$ cat src/rtl/hzd_pkg.sv
package hzd_pkg;
  typedef enum logic [1:0] {
    SEL_RF  = 2'b00,
    SEL_WB  = 2'b01,
    SEL_MEM = 2'b10
  } fwd_sel_e;
endpackage

$ cat src/rtl/hzd_src_match.sv
module hzd_src_match #(
  parameter int REG_W = 5
) (
  input  logic [REG_W-1:0] src_i,
  input  logic [REG_W-1:0] rd_i,
  input  logic             we_i,
  output logic             hit_o
);
  localparam logic [REG_W-1:0] ZERO_REG = '0;

  assign hit_o = we_i && (rd_i != ZERO_REG) && (rd_i == src_i);

  always_comb begin
    if (hit_o) a_r5_zero_never_hits: assert (src_i != ZERO_REG)
      else $error("register zero produced a hit");
  end
endmodule

$ cat src/rtl/hzd_bypass_sel.sv
module hzd_bypass_sel
  import hzd_pkg::*;
#(
  parameter int REG_W = 5
) (
  input  logic [REG_W-1:0] src_i,
  input  logic [REG_W-1:0] mem_rd_i,
  input  logic             mem_we_i,
  input  logic             mem_is_load_i,
  input  logic [REG_W-1:0] wb_rd_i,
  input  logic             wb_we_i,
  output fwd_sel_e         sel_o
);
  logic mem_hit, wb_hit;

  hzd_src_match #(.REG_W(REG_W)) u_mem_match (
    .src_i(src_i), .rd_i(mem_rd_i), .we_i(mem_we_i), .hit_o(mem_hit)
  );

  hzd_src_match #(.REG_W(REG_W)) u_wb_match (
    .src_i(src_i), .rd_i(wb_rd_i), .we_i(wb_we_i), .hit_o(wb_hit)
  );

  // load data is not ready in the memory stage: never bypass it from there
  always_comb begin
    if (mem_hit && !mem_is_load_i) sel_o = SEL_MEM;
    else if (wb_hit)               sel_o = SEL_WB;
    else                           sel_o = SEL_RF;
  end

  always_comb begin
    if (mem_hit && !mem_is_load_i) a_r3_mem_wins: assert (sel_o == SEL_MEM)
      else $error("memory-stage match not selected");
    if (mem_is_load_i) a_r8_no_load_bypass: assert (sel_o != SEL_MEM)
      else $error("load in memory stage used as bypass source");
    if (!mem_hit && !wb_hit) a_r4_rf_default: assert (sel_o == SEL_RF)
      else $error("bypass selected without a match");
  end
endmodule

$ cat src/rtl/hzd_load_use.sv
module hzd_load_use #(
  parameter int REG_W   = 5,
  parameter int NUM_SRC = 2
) (
  input  logic [NUM_SRC-1:0][REG_W-1:0] id_rs_i,
  input  logic [REG_W-1:0]              ex_rd_i,
  input  logic                          ex_we_i,
  input  logic                          ex_is_load_i,
  output logic                          stall_o
);
  logic [NUM_SRC-1:0] src_hit;

  for (genvar g = 0; g < NUM_SRC; g++) begin : g_src
    hzd_src_match #(.REG_W(REG_W)) u_match (
      .src_i(id_rs_i[g]), .rd_i(ex_rd_i), .we_i(ex_we_i), .hit_o(src_hit[g])
    );
  end

  assign stall_o = ex_is_load_i && (|src_hit);

  always_comb begin
    if (stall_o) a_r11_stall_needs_we: assert (ex_we_i && ex_is_load_i)
      else $error("stall without a writing load in execute");
    if (stall_o) a_r5_stall_not_zero: assert (ex_rd_i != '0)
      else $error("stall on register zero");
  end
endmodule

$ cat src/rtl/hzd_fwd_unit.sv
module hzd_fwd_unit
  import hzd_pkg::*;
#(
  parameter int REG_W   = 5,
  parameter int NUM_SRC = 2
) (
  input  logic [NUM_SRC-1:0][REG_W-1:0] id_rs_i,
  input  logic [NUM_SRC-1:0][REG_W-1:0] ex_rs_i,
  input  logic [REG_W-1:0]              ex_rd_i,
  input  logic                          ex_we_i,
  input  logic                          ex_is_load_i,
  input  logic [REG_W-1:0]              mem_rd_i,
  input  logic                          mem_we_i,
  input  logic                          mem_is_load_i,
  input  logic [REG_W-1:0]              wb_rd_i,
  input  logic                          wb_we_i,
  output logic [NUM_SRC-1:0][1:0]       fwd_sel_o,
  output logic                          stall_fetch_o,
  output logic                          bubble_ex_o
);
  fwd_sel_e sel [NUM_SRC];
  logic     load_stall;

  for (genvar g = 0; g < NUM_SRC; g++) begin : g_op
    hzd_bypass_sel #(.REG_W(REG_W)) u_sel (
      .src_i        (ex_rs_i[g]),
      .mem_rd_i     (mem_rd_i),
      .mem_we_i     (mem_we_i),
      .mem_is_load_i(mem_is_load_i),
      .wb_rd_i      (wb_rd_i),
      .wb_we_i      (wb_we_i),
      .sel_o        (sel[g])
    );
    assign fwd_sel_o[g] = sel[g];
  end

  hzd_load_use #(.REG_W(REG_W), .NUM_SRC(NUM_SRC)) u_load_use (
    .id_rs_i     (id_rs_i),
    .ex_rd_i     (ex_rd_i),
    .ex_we_i     (ex_we_i),
    .ex_is_load_i(ex_is_load_i),
    .stall_o     (load_stall)
  );

  // a stall freezes fetch/decode and feeds a nop into execute
  assign stall_fetch_o = load_stall;
  assign bubble_ex_o   = load_stall;

  always_comb begin
    if (stall_fetch_o) a_r6_stall_has_reader: assert ((id_rs_i[0] == ex_rd_i) || (id_rs_i[1] == ex_rd_i))
      else $error("stall raised with no decode reader of the load");
  end
endmodule

$ cat config.mk
export PLATFORM = sky130hd
export DESIGN_NAME = hzd_fwd_unit
export DESIGN_NICKNAME = d
export VERILOG_FILES = /design/src/rtl/hzd_pkg.sv /design/src/rtl/hzd_src_match.sv /design/src/rtl/hzd_bypass_sel.sv /design/src/rtl/hzd_load_use.sv /design/src/rtl/hzd_fwd_unit.sv
export SDC_FILE = /design/constraint.sdc
export NUM_CORES = 1
export LEC_CHECK = 0
export BUFFER_PORTS_ARGS = -buffer_cell sky130_fd_sc_hd__buf_2
export CAP_MARGIN = 10
export CORE_AREA = 2 2 39 41
export DETAILED_ROUTE_END_ITERATION = 12
export DIE_AREA = 0 0 41 43
export MAX_ROUTING_LAYER = met4
export PLACE_DENSITY = 0.85
export SYNTH_ARGS = -nofsm -noshare
export SYNTH_HDL_FRONTEND = slang
export SYNTH_SLANG_ARGS = --single-unit
$ cat constraint.sdc
create_clock -name vclk -period 2.3
set_input_delay 0.115 -clock vclk [all_inputs]
set_output_delay 0.115 -clock vclk [all_outputs]
set_load 0.02 [all_outputs]
# Word-level counts from Yosys, hierarchy flattened
# Index checks and enable logic that the tools add are counted.
[totals] reg_bits=0 input_bits=40
[op_classes] eq_ne=6 muxes=4 n_reduce_logical=17
[ops] operator="5-bit == test" n=6
[ops] operator="5-bit nonzero test" n=3
[ops] operator="1-bit logical AND" n=12
[ops] operator="2-bit two-way mux" n=2
[ops] operator="1-bit two-way mux" n=2
[ops] operator="2-bit OR reduction" n=1
[ops] operator="1-bit zero test" n=1

# Longest topological paths before layout
# Gate-level depths: netlist (run 1).
[logic_depth] ltp_word=5 depth_mapped=5 ltp_nobuf=4

# Modules after synthesis
# Synthesis (run 1) repeated with hierarchy kept, for this count alone.
[unflattened] cells_unflattened=66 hier_area_um2=518.0
[by_module_without_submodules] module="hzd_src_match" area_each_um2=76.3 n_inst=6 cells_per_inst=10
[by_module_without_submodules] module="hzd_bypass_sel" area_each_um2=22.5 n_inst=2 cells_per_inst=2
[by_module_without_submodules] module="hzd_fwd_unit" area_each_um2=7.5 n_inst=1 cells_per_inst=1
[by_module_without_submodules] module="hzd_load_use" area_each_um2=7.5 n_inst=1 cells_per_inst=1

# Least setup slack after synthesis (run 1)
# No wires, ideal clock.
[synth_path] path_kind="input port to output port" startpoint="input port mem_rd_i[4]" endpoint="output port fwd_sel_o[0] in the netlist's numbering" path_buffers=0 setup_slack_ps=722 arrival_ps=1463 t_required_ps=2185 stages=4 path_cell_list="or4_1 o21ai_2 nor4_1 nor4_2"
[synth_rtl] element="start: declaration" line_no="hzd_fwd_unit.sv:12" source="input logic [REG_W-1:0] mem_rd_i,"
[synth_rtl] element="end: declaration" line_no="hzd_fwd_unit.sv:17" source="output logic [NUM_SRC-1:0][1:0] fwd_sel_o,"

==> impl_metrics.yaml, run 1 <==
drt:
  routedWlPerCell_um: 10.9
  drt_iter0_drc: 0
  firstDrtPassIters: 1
  via_count: 532
  routed_wirelength_um: 1220
  remaining_drc_errors: 0
  ant_nets: 0
  avgViaCountPerCell: 4.75
critical_path:
  endpoint: "fwd_sel_o[2]"
  crit_required_ns: 2.18
  crit_chain: "buf_2 > or4_1 > o21ai_2 > nor4_1 > nor4_2 > buf_2"
  cpMostUsedCell: "buf_2"
  critPathSlowestCell: "or4_1"
  cpPeakStageDelay_ns: 0.55
  critPathKind: "in -> out"
  worstPathArrival_ns: 1.46
  cp_max_fo: 3
  end_kind: "output pin"
  cp-startpoint: "mem_rd_i[4]"
  critPathLaunchType: "input pin"
timing:
  whs_ns: 0.597
  setup_viol: 0
  drv_slew: 0
  timing.fmax_mhz: 633
  tightest_slew_ns: 0.419
  rsz0062_at_grt: "no"
  period_needed_ns: 1.58
  finalWorstSetupSlack_ns: 0.721
  final.setup.tns_ns: 0
  fin_crit_sh_pct: 68.6
  hold_viol_final: 0
  relSlewSlack_pct: 71.8
synth:
  netlist_area_sq_um: 408
  muxShareOfSynthArea_pct: 0
  synthXorXnorAreaFrac_pct: 64.4
  synth_cells: 51
  synthSimpleGateAreaFrac_pct: 27.3
  synth_compound_area_share_pct: 6.44
  yosys.area.top_type_share_pct: 42.9
  ys_top_cells_by_area: "xor2_1, xnor2_1, or4_1"
  yosysTopAreaCell: "xor2_1"
  synth_top_family_by_area: "XOR/XNOR gates"
  syn_avg_cell_area_sq_um: 8.00
  synthAdderAreaFrac_pct: 0
  synth.distinct_cells: 13
  yosysSeqAreaShare_pct: 0
  synthesis.nets: 91
  yosysWarnings: 0
power_and_ir_drop:
  p_per_area_nw_per_um2: 165
  peakVddDrop_mv: 0.0741
  power.leakage_nw: 0.315
hold_path:
  min_from: "ex_we_i"
  hold_path.class: "in -> out"
global_route:
  met1_usage_pct: 19.0
  grtUsageMet2_pct: 28.7
  top_usage_layer: "met2"
  grt_pass1_wl_um: 1960
  first_global_vias: 553
  grt_usage_pct: 15.7
  gr-total-overflow: 0
  antenna_found_initial: 0
  met3_usage_pct: 0.524
  grt_max_degree: 4
finish:
  design.seq.count: 0
  instances_no_fill: 112
  finalNetCount: 138
  area_growth_pct: 59.5
  fin_util_pct: 47.0
  antenna_cells: 0
  regArea_sq_um: 0
  fill_cells: 142
  drive_above_1_share_pct: 51.0
  clock_buffers: 0
place:
  io_buffers: 46
  gp_congestion: 0.815
  dp_cells: 112
  place_ws_ns: 0.716
clocking:
  postCtsHoldBufs: 0
  ctsResizeCount: 0
  cts_setup_buffers: 0
floorplanning:
  die_area_sq_um: 1760
  initial_core_util_pct: 29.5
  num_rows: 14
  pin_count: 46
  die_h_um: 43
  core_sq_um: 1380
  die_x_um: 41
run:
  max-cap-violations: 0
status:
  outcome: "complete, no violations"
critical path: cells and delay by family:
kind	cells	cell delay, ns
AND/OR/NAND/NOR	3	0.88
buffers and inverters	2	0.32
AO/OA/AOI/OAI	1	0.15
through the flow:
stage               cell area [sq um]  power, mW
global route                      651      0.120
global placement                  651      0.105
CTS                               651      0.109
floorplan                         408     0.0501
finish                            651      0.107
detailed placement                651      0.109
worst min path at each step:
stage	endpoint	slack, ns	cells past startpoint
after floorplan	bubble_ex_o	0.40	2
after global placement	stall_fetch_o	0.60	4
after detailed placement	stall_fetch_o	0.60	4
after CTS	stall_fetch_o	0.60	4
after global routing	bubble_ex_o	0.64	4
final	bubble_ex_o	0.60	4
where the power goes:
part / internal [mW] / leakage (nW) / switching (mW)
combinational: 0.0566 / 0.315 / 0.0506
sequential: 0 / 0 / 0
clock: 0 / 0 / 0
kinds of logic (layout without fill, tap and decap cells):
family	Yosys count	count (layout)
AND/OR/NAND/NOR	16	16
AO/OA/AOI/OAI	4	4
buffers and inverters	1	46
XOR/XNOR	30	30
layout by cell type (no fill, tap or decap), drive strengths merged:
cell,count
o21ai,2
o211ai,1
or4,5
xor2,20
a21oi,1
xnor2,10
nor2b,1
buf,46
nand3,4
nor4,4
nor3,2
area by class of cell:
class | count | area [sq um] | area share, %
Multi-Input combinational cell | 50 | 400 | 61.5
Timing Repair Buffer | 46 | 230 | 35.4
Tap cell | 16 | 20.0 | 3.08
routing by layer:
layer | wire [um] | vias up
met5 | 0 | -
met4 | 0 | 0
met3 | 138 | 0
met2 | 641 | 37
met1 | 441 | 221
li1 | - | 274
cell usage after synthesis (all sizes together):
cell    instances
xor2           20
nor3            2
buf             1
or4             5
nor2b           1
xnor2          10
a21oi           1
o211ai          1
nand3           4
nor4            4
o21ai           2
Note: power is estimated with default switching activity, not from simulation.
==> run 2, diff against run 1 <==
clock period = 1.5 ns   (was 2.3 ns; I/O delays follow)
==> run 2 against run 1 <==
- die area did not move
- cell count rose by 3.6%
- worst hold slack got worse by 0.059 ns
- wire length rose by 4.6%
- total power rose by 71%
==> impl_metrics.yaml, run 2 (synthesized netlist as in run 1, its figures left out) <==
drt:
  drt_iter0_drc: 2
  ant_nets: 0
  firstDrtPassIters: 4
  remaining_drc_errors: 0
  via_count: 556
  routedWlPerCell_um: 11.0
  routed_wirelength_um: 1280
  avgViaCountPerCell: 4.79
floorplanning:
  die_area_sq_um: 1760
  die_h_um: 43
  pin_count: 46
  initial_core_util_pct: 29.5
  core_sq_um: 1380
  die_x_um: 41
  num_rows: 14
timing:
  fin_crit_sh_pct: 96.9
  setup_viol: 0
  whs_ns: 0.538
  period_needed_ns: 1.45
  timing.fmax_mhz: 688
  drv_slew: 0
  tightest_slew_ns: 0.581
  rsz0062_at_grt: "no"
  relSlewSlack_pct: 60.9
  hold_viol_final: 0
critical_path:
  path_depth: 6
  worstPathArrival_ns: 1.38
  critPathLaunchType: "input pin"
  cpPeakStageDelay_ns: 0.54
  cp_max_fo: 3
  critPathKind: "in -> out"
  cp-startpoint: "wb_rd_i[3]"
  critical_path_buf_inv_count: 2
  end_kind: "output pin"
  crit_chain: "buf_2 > or4_1 > o21ai_1 > or4_4 > nor4_2 > buf_4"
  endpoint: "fwd_sel_o[2]"
  cpLargestDelayFamily: "simple AND/OR/NAND/NOR gates"
  crit_required_ns: 1.42
  critPathSlowestCell: "or4_4"
global_route:
  grt_max_degree: 4
  grt_usage_pct: 15.1
  antenna_found_initial: 0
  first_global_vias: 531
  grt_pass1_wl_um: 1910
  gr-total-overflow: 0
finish:
  antenna_cells: 0
  drive_above_1_share_pct: 57.0
  design.seq.count: 0
  area_growth_pct: 76.4
  finalNetCount: 142
  final_cell_mix: "buf_2, xor2_1, xnor2_1, buf_4, nand3_1"
  multiInputGateArea_sq_um: 434
  clock_buffers: 0
  final_common_cell: "buf_2"
  regArea_sq_um: 0
  fill_cells: 135
power_and_ir_drop:
  peakVddDrop_mv: 0.114
  p_per_area_nw_per_um2: 256
  power.leakage_nw: 0.340
  finalPower_mw: 0.184
place:
  gp_congestion: 0.830
  hpwl_um: 1240
  io_buffers: 46
status:
  outcome: "complete, no violations"
run:
  max-cap-violations: 0
clocking:
  cts_setup_buffers: 0
  postCtsHoldBufs: 0
hold_path:
  hold_path.class: "in -> out"
## run 2: cell types whose count changed in the layout (fill, tap and decap cells not counted)
cell	change
buf_2	-2
o21ai_2	-1
or4_4	+3
nor4_4	+1
or4_1	-3
o21ai_4	+1
buf_4	+6
nor4_1	-1
## run 2: power by group
part / total, mW / internal, mW / switching [mW]
clock: 0 / 0 / 0
sequential: 0 / 0 / 0
combinational: 0.184 / 0.0973 / 0.0865
total: 0.184 / 0.0973 / 0.0865
## run 2: metal layers
metal	up-vias	wire (um)	global-route usage [%]
li1	279	-	-
met1	240	478	16.1
met2	37	670	30.3
met3	0	129	0
met4	0	0	0
met5	-	0	-
## run 2: worst min-delay path by stage
stage,to,slack (ns),startpoint,cells past startpoint
after floorplan,bubble_ex_o,0.32,ex_we_i,2
after global placement,stall_fetch_o,0.53,ex_we_i,4
after detailed placement,stall_fetch_o,0.55,ex_we_i,4
after CTS,stall_fetch_o,0.55,ex_we_i,4
after global routing,bubble_ex_o,0.57,ex_we_i,4
final,bubble_ex_o,0.54,ex_we_i,4
## run 2: cell type report
type | instances | area share [%]
multi-input cells | 50 | 60.3
well taps | 16 | 2.78
repair buffers | 50 | 36.9
## run 2: what timing repair did
item,4_1_cts,5_1_grt
pin swaps,0,5
gates resized for setup,1,7
endpoints found under the setup margin,2,2
## run 2: stage by stage
stage                     TNS, ns  instances  util, %  area (sq um)  setup WS (ns)
after CTS                 -0.0185        116     49.5           684        -0.0185
after floorplan                 0         51        -           408        0.00174
after global routing            0        116     52.0           719        0.00251
after detailed placement   -0.114        116     49.2           681        -0.0718
after global placement          0        116     49.2           681         0.0100
final                           0        116     52.0           719         0.0458
==> run 3, diff against run 2 <==
SETUP_SLACK_MARGIN = 0.15   (was default)
==> run 3 against run 2 <==
- non-clock buffer count fell by 4
- utilization fell by 4.6 points
- die area did not move
- sequential share of layout area did not move
- critical path depth fell by 1
==> impl_metrics.yaml, run 3 (synthesized netlist as in run 1, its figures left out) <==
status:
  outcome: "complete, no violations"
floorplanning:
  num_rows: 14
  die_area_sq_um: 1760
  die_x_um: 41
  core_sq_um: 1380
  pin_count: 46
  initial_core_util_pct: 29.5
  die_h_um: 43
drt:
  routedWlPerCell_um: 12.2
  remaining_drc_errors: 0
  drt_iter0_drc: 11
  via_count: 535
  ant_nets: 0
  routed_wirelength_um: 1360
  avgViaCountPerCell: 4.78
  firstDrtPassIters: 4
critical_path:
  critPathKind: "in -> out"
  crit_required_ns: 1.42
  cpPeakStageDelay_ns: 0.54
  end_kind: "output pin"
  crit_chain: "buf_2 > xor2_1 > or4_1 > nor4_2 > buf_4"
  worstPathArrival_ns: 1.36
  critPathSlowestCell: "or4_1"
  cp_max_fo: 3
  critPathLaunchType: "input pin"
run:
  max-cap-violations: 0
clocking:
  postCtsHoldBufs: 0
place:
  placed_area_sq_um: 651
  place_ws_ns: 0.0388
  io_buffers: 46
  dp_cells: 112
  gp_congestion: 0.960
  hpwl_um: 1280
timing:
  setup_viol: 0
  timing.fmax_mhz: 699
  drv_slew: 0
  rsz0062_at_grt: "yes"
  whs_ns: 0.527
  finalWorstSetupSlack_ns: 0.0699
  final.setup.tns_ns: 0
  fin_crit_sh_pct: 95.3
  relSlewSlack_pct: 71.2
  tightest_slew_ns: 0.429
  hold_viol_final: 0
  period_needed_ns: 1.43
finish:
  clock_buffers: 0
  fin_area_sq_um: 656
  antenna_cells: 0
  design.seq.count: 0
  final_common_cell: "buf_2"
  finalNetCount: 138
  instances_no_fill: 112
  final_cell_mix: "buf_2, xor2_1, xnor2_1, or4_1, nand3_1"
  drive_above_1_share_pct: 51.0
  regArea_sq_um: 0
  fin_util_pct: 47.4
  fill_cells: 146
  area_growth_pct: 60.7
hold_path:
  hold_path_end: "bubble_ex_o"
  hold_depth: 4
  min_from: "ex_we_i"
  hold_path.class: "in -> out"
global_route:
  grt_max_degree: 4
  grt_usage_pct: 17.2
  grt_pass1_wl_um: 2190
  gr-total-overflow: 0
  antenna_found_initial: 0
  first_global_vias: 552
power_and_ir_drop:
  finalPower_mw: 0.168
  power.leakage_nw: 0.314
  p_per_area_nw_per_um2: 256
  peakVddDrop_mv: 0.0849
[run 3: power by group]
| group | switching [mW] | total [mW] | internal, mW | leakage, nW |
|---|---|---|---|---|
| combinational | 0.0801 | 0.168 | 0.0877 | 0.314 |
| sequential | 0 | 0 | 0 | 0 |
| clock | 0 | 0 | 0 | 0 |
| total | 0.0801 | 0.168 | 0.0877 | 0.314 |
[run 3: worst max-delay path, delay by kind of cell]
kind                   cells  cell delay, ns
buffers and inverters      2            0.30
AND/OR/NAND/NOR            2            0.82
XOR/XNOR                   1            0.15
[run 3: metal layers]
metal / routed length (um) / GRT usage, %
met1: 499 / 19.6
met2: 801 / 29.4
met3: 33 / 2.09
met4: 27 / 5.33
met5: 0 / -
[run 3: cell type report]
class | count | area, sq um | share of cell area [%]
multi-input cells | 50 | 400 | 61.1
repair buffers | 46 | 235 | 35.9
well taps | 16 | 20.0 | 3.05
[run 3: worst max path at each step]
| stage | from | to | slack [ns] | cells after the start |
|---|---|---|---|---|
| after CTS | wb_rd_i[1] | fwd_sel_o[0] | 0.07 | 5 |
| final | wb_rd_i[1] | fwd_sel_o[0] | 0.07 | 5 |
| after global placement | wb_rd_i[3] | fwd_sel_o[2] | 0.07 | 6 |
| after floorplan | mem_we_i | fwd_sel_o[0] | 0.11 | 4 |
| after detailed placement | wb_rd_i[0] | fwd_sel_o[2] | 0.04 | 6 |
| after global routing | wb_rd_i[2] | fwd_sel_o[2] | 0.01 | 6 |
[run 3: repair_timing]
item | 4_1_cts | 5_1_grt
buffers inserted | 0 | 0
hold endpoints to repair | 0 | 0
endpoints found under the setup margin | 2 | 2
pin swaps | 2 | 0
cloned | 0 | 0
gates resized for setup | 0 | 2
